File: src/rtl/sm7_pkg.sv
package sm7_pkg;
  localparam int SEG_W = 7;
  localparam int BCD_W = 4;
  typedef logic [SEG_W-1:0] seg_t;
  localparam seg_t SEG_BLANK = '1;
endpackage

File: src/rtl/sm7_sign_split.sv
module sm7_sign_split #(
  parameter int RES_W = 4,
  localparam int MAG_W = RES_W - 1
) (
  input  logic [RES_W-1:0] code_i,
  output logic             neg_o,
  output logic [MAG_W-1:0] mag_o
);
  assign neg_o = code_i[RES_W-1];
  for (genvar i = 0; i < MAG_W; i++) begin : g_flip
    assign mag_o[i] = code_i[i] ^ code_i[RES_W-1];
  end
endmodule

File: src/rtl/sm7_seg_decode.sv
module sm7_seg_decode
  import sm7_pkg::*;
(
  input  logic [BCD_W-1:0] bcd_i,
  output seg_t             seg_n_o
);
  always_comb begin
    unique case (bcd_i)
      4'd0:    seg_n_o = 7'b1000000;
      4'd1:    seg_n_o = 7'b1111001;
      4'd2:    seg_n_o = 7'b0100100;
      4'd3:    seg_n_o = 7'b0110000;
      4'd4:    seg_n_o = 7'b0011001;
      4'd5:    seg_n_o = 7'b0010010;
      4'd6:    seg_n_o = 7'b0000010;
      4'd7:    seg_n_o = 7'b1111000;
      4'd8:    seg_n_o = 7'b0000000;
      4'd9:    seg_n_o = 7'b0010000;
      default: seg_n_o = SEG_BLANK;
    endcase
  end
endmodule

File: src/rtl/sm7_driver.sv
module sm7_driver
  import sm7_pkg::*;
#(
  parameter int RES_W = 4,
  localparam int MAG_W = RES_W - 1
) (
  input  logic             clk,
  input  logic             rst,
  input  logic [RES_W-1:0] res_i,
  output logic [SEG_W-1:0] seg_n_o,
  output logic             dp_n_o
);
  logic             neg;
  logic [MAG_W-1:0] mag;
  logic [BCD_W-1:0] bcd;
  seg_t             seg_d;

  sm7_sign_split #(.RES_W(RES_W)) split_i (
    .code_i (res_i),
    .neg_o  (neg),
    .mag_o  (mag)
  );

  // top BCD input held at zero: only 0..7 reach the decoder
  assign bcd = {{(BCD_W-MAG_W){1'b0}}, mag};

  sm7_seg_decode dec_i (
    .bcd_i   (bcd),
    .seg_n_o (seg_d)
  );

  always_ff @(posedge clk) begin
    if (rst) begin
      seg_n_o <= SEG_BLANK;
      dp_n_o  <= 1'b1;
    end else begin
      seg_n_o <= seg_d;
      dp_n_o  <= ~neg;
    end
  end
endmodule

File: config.mk
export PLATFORM = sky130hd
export DESIGN_NAME = sm7_driver
export DESIGN_NICKNAME = d
export VERILOG_FILES = /design/src/rtl/sm7_pkg.sv /design/src/rtl/sm7_sign_split.sv /design/src/rtl/sm7_seg_decode.sv /design/src/rtl/sm7_driver.sv
export SDC_FILE = /design/constraint.sdc
export NUM_CORES = 1
export LEC_CHECK = 0
export ABC_AREA = 1
export BUFFER_PORTS_ARGS = -buffer_cell sky130_fd_sc_hd__buf_2
export CAP_MARGIN = 20
export CORE_AREA = 2 2 39 41
export DETAILED_ROUTE_END_ITERATION = 6
export DIE_AREA = 0 0 41 43
export GPL_ROUTABILITY_DRIVEN = 0
export PLACE_DENSITY_LB_ADDON = 0.1
export RECOVER_POWER = 50
export SLEW_MARGIN = 20
export SYNTH_ARGS = -nofsm -noshare
export SYNTH_HDL_FRONTEND = slang
export SYNTH_SLANG_ARGS = --single-unit
File: constraint.sdc
create_clock -name clk -period 0.99 [get_ports clk]
set_input_delay 0.198 -clock clk [delete_from_list [all_inputs] [get_ports clk]]
set_output_delay 0.198 -clock clk [all_outputs]
set_load 0.02 [all_outputs]
== Word-level counts from Yosys, hierarchy flattened ==
Memory sizes are Yosys's and may differ from the RTL's. A register that Yosys moved wholly into a read port is not among the register bits.
Cells that the tools add are included.

* Memory bits (read-only): 112
* Word-level logic and storage cells: 6
* Memories: 1
* Flip-flop bits (word level): 1

* Bitwise operators: 4

{| class="wikitable"
|+ Memory list
! memory !! depth !! width !! read ports !! clocked after Yosys merged registers in !! write ports !! line !! source
|-
| (no name shown) || 16 || 7 || 1 || 1 || 0 || sm7_seg_decode.sv:8 || <nowiki>unique case (bcd_i)</nowiki>
|}

{| class="wikitable"
|+ Operators with widths
! cell !! count
|-
| $xor A1 B1 Y1 || 3
|-
| $not A1 Y1 || 1
|}

== Depth between registers and ports, before layout ==
* Depth after elaboration: 1
* Mapped depth: 8
* Mapped depth without buffers: 8

== Cells and area by module ==
Synthesis repeated with hierarchy kept, for this count alone.

* Cell total of the unflattened synthesis: 74
* Area, all modules: 467.9 µm²

{| class="wikitable"
|+ By module, submodules not included
! module !! area each (µm²) !! instances !! cells an instance
|-
| sm7_driver || 224.0 || 1 || 25
|-
| sm7_seg_decode || 187.7 || 1 || 35
|-
| sm7_sign_split || 56.3 || 1 || 14
|}

== Least setup slack after synthesis ==
OpenSTA, ideal clock, no wires.

* Path kind: input-to-reg
* Start: input res_i[3]
* End: register seg_n_o[3]
* Path buffers: 0
* Data required time: 0.864 ns
* Slack: 0.009 ns
* Arrival: 0.855 ns
* Stages on the path: 8
* Cells stage by stage: inv_2 > nand2_2 > nand2_4 > inv_2 > ha_1 > inv_1 > nand2_1 > nand3_1

* Word-level cells in the longest chain between the ends: 1
* Elaborated cells between the ends (all ways): 3
* Classes of those cells: 3 x bitwise

{| class="wikitable"
|+ RTL lines
! what !! line !! source
|-
| start: declaration || sm7_driver.sv:9 || <nowiki>input logic [RES_W-1:0] res_i,</nowiki>
|-
| $xor A1 B1 Y1 || sm7_sign_split.sv:11 || <nowiki>assign mag_o[i] = code_i[i] ^ code_i[RES_W-1];</nowiki>
|-
| end: declaration || sm7_driver.sv:10 || <nowiki>output logic [SEG_W-1:0] seg_n_o,</nowiki>
|}

Several ways; a longest one is shown, not always the timed one.
A chain may end at the register's enable or synchronous reset.

== Worst setup path after layout ==
* Start: register dp_n_o
* End: output dp_n_o

{| class="wikitable"
|+ RTL lines
! what !! line !! source
|-
| start: declaration || sm7_driver.sv:11 || <nowiki>output logic dp_n_o</nowiki>
|-
| start signal: assignment || sm7_driver.sv:38 || <nowiki>dp_n_o <= ~neg;</nowiki>
|}

No word-level cell between the ends.

==> flow_summary_export.csv <==
group,metric,value,unit
run_status,status,"finished clean",
clocking,cts-buffers-inserted,3,
clocking,hold_buffers,0,
detailed_routing,first_pass_iters,2,
worst_setup_path,crit_fanout,1,
sta,timing.hold.ws,238,ps
power_and_ir_drop,p_leak,0.277,nW
worst_setup_path,max_stage_delay,300,ps
clocking,cts_tree,"yes",
synth,synth_cells,48,
worst_setup_path,crit_buf_inv,1,
worst_setup_path,cp_slowest_cell,"dfxtp_1",
die,die_x,41,microns
global_routing,grt_pass1_vias,273,
power_and_ir_drop,total_power,0.778,mW
die,dieArea,1760,sq um
hold_path,hold_path.class,"input port to register",
die,io_pins,14,
finish,nets,78,
detailed_routing,wl_per_cell,7.93,microns
sta,final.min_clock_period,901,ps
detailed_routing,drc_errors,0,
global_routing,grt.total_usage,8.95,%
synth,synth-seq-cells,8,
die,start_util,26.0,%
synth,avgSynthCellArea,7.51,sq um
finish,diodes,0,
worst_setup_path,worstPathArrival,700,ps
sta,finalMaxSlewViolations,0,
synth,yosys_warnings,0,
worst_setup_path,worst_path_dominant_cell_family,"flip-flops",
finish,area_delta_synth_final,38.2,%
power_and_ir_drop,power_density,1560,nW/um^2
power_and_ir_drop,peakVddDrop,438,uV
run,drv_cap,0,
sta,tightest_slew,223,ps
place,dp_hpwl,571,microns
hold_path,worstHoldStart,"rst",
global_routing,antenna_found_initial,0,
synth,syn_nets,55,
finish,final_util,36.0,%
worst_setup_path,worstSetupEndpointType,"output port",
clocking,post_cts_resized,0,
sta,setup_viol,0,
worst_setup_path,cp-start-kind,"register",
global_routing,grt_pass1_wl,1.03,mm
finish,final_cell_mix,"nand2_1, buf_2, dfxtp_1, nand3_1, inv_1",
detailed_routing,ant_nets,0,
sta,rsz0062_at_grt,"false",
die,rows,14,
worst_setup_path,crit_path_cell_trace,"clkbuf_2",
place,dp.cells,82,
sta,slew-limit-headroom,85.1,%
clocking,cts_setup_buffers,0,
sta,timing.final.crit_share,91.0,%
synth,yosysUniqueCellTypes,10,
worst_setup_path,crit_type,"register to output port",
clocking,cts_sinks,8,
sta,hold_viol,0,
finish,stdcell_count,85,
detailed_routing,num_vias,346,
place,port_buffers,13,
clocking,path_clk_slew,50,ps
detailed_routing,drt_iter0_drc,3,
finish,layout_commonest_cell,"nand2_1",
worst_setup_path,crit_start,"dp_n_o",
clocking,root_buffer,"clkbuf_4",
sta,max_freq,1.11,GHz
global_routing,grt_overflow,0,
global_routing,grt_max_degree,9,
worst_setup_path,cp_data_required_time,790,ps
detailed_routing,totalWireLength,674,microns
die,dieHeight,43,microns
synth,ys_seq_area_share,44.4,%
finish,drive_above_1_share,37.7,%
sta,fin_tns_setup,0,ps
die,coreArea,1380,sq um
detailed_routing,vias_per_cell,4.07,
clocking,clk_path_buf_depth,2,
clocking,cts-htree-levels,1,
synth,syn_area,360,sq um
flip-flops by register name, summed over array words and instances, names as in the netlist:
register	flops
dp_n_o	1
seg_n_o	7
per-stage QoR:
step	worst slack, ps	area (sq um)
floorplan	9.46	360
global placement	-132	483
detailed placement	-133	483
CTS	81.4	505
global route	34.5	498
finish	88.7	498
power by group:
group,internal (mW),switching (mW)
Clock,0.138,0.103
Sequential,0.350,0.00466
Combinational,0.0711,0.112
Total,0.559,0.219
final timing paths:
check / cells after the start / slack [ps] / to
min: 3 / 240 / dp_n_o
max: 1 / 90 / dp_n_o
logic make-up after synthesis:
family | count (synthesis) | share of synthesized area, %
flip-flops | 8 | 44.4
AO/OA/AOI/OAI | 1 | 1.39
buffers and inverters | 7 | 7.29
adder cells (fa/ha/maj) | 1 | 3.47
AND/OR/NAND/NOR | 31 | 43.4
Yosys cell counts:
| master | count | area share, % |
|---|---|---|
| nand2_2 | 2 | 3.5 |
| dfxtp_1 | 8 | 44 |
| nand2_4 | 2 | 6.2 |
| nand2_1 | 19 | 20 |
| ha_1 | 1 | 3.5 |
| inv_2 | 2 | 2.1 |
| nand3_1 | 6 | 8.3 |
| nand3_2 | 2 | 5.6 |
| o21ai_1 | 1 | 1.4 |
| inv_1 | 5 | 5.2 |
cell type report:
class / count / area, sq um
Tap cell: 16 / 20.0
Sequential cell: 8 / 160
Fill cell: 162 / 886
Clock buffer: 3 / 22.5
Multi-Input combinational cell: 33 / 166
Inverter: 7 / 26.3
Timing Repair Buffer: 18 / 103
per-layer routing:
layer	GRT usage, %	part of all wire, %	vias up
met5	0	0	-
met4	10.0	2.8	0
met3	1.57	5.8	2
met2	12.8	45	10
met1	9.71	46	143
li1	-	-	191
(Power assumes the default switching activity.)
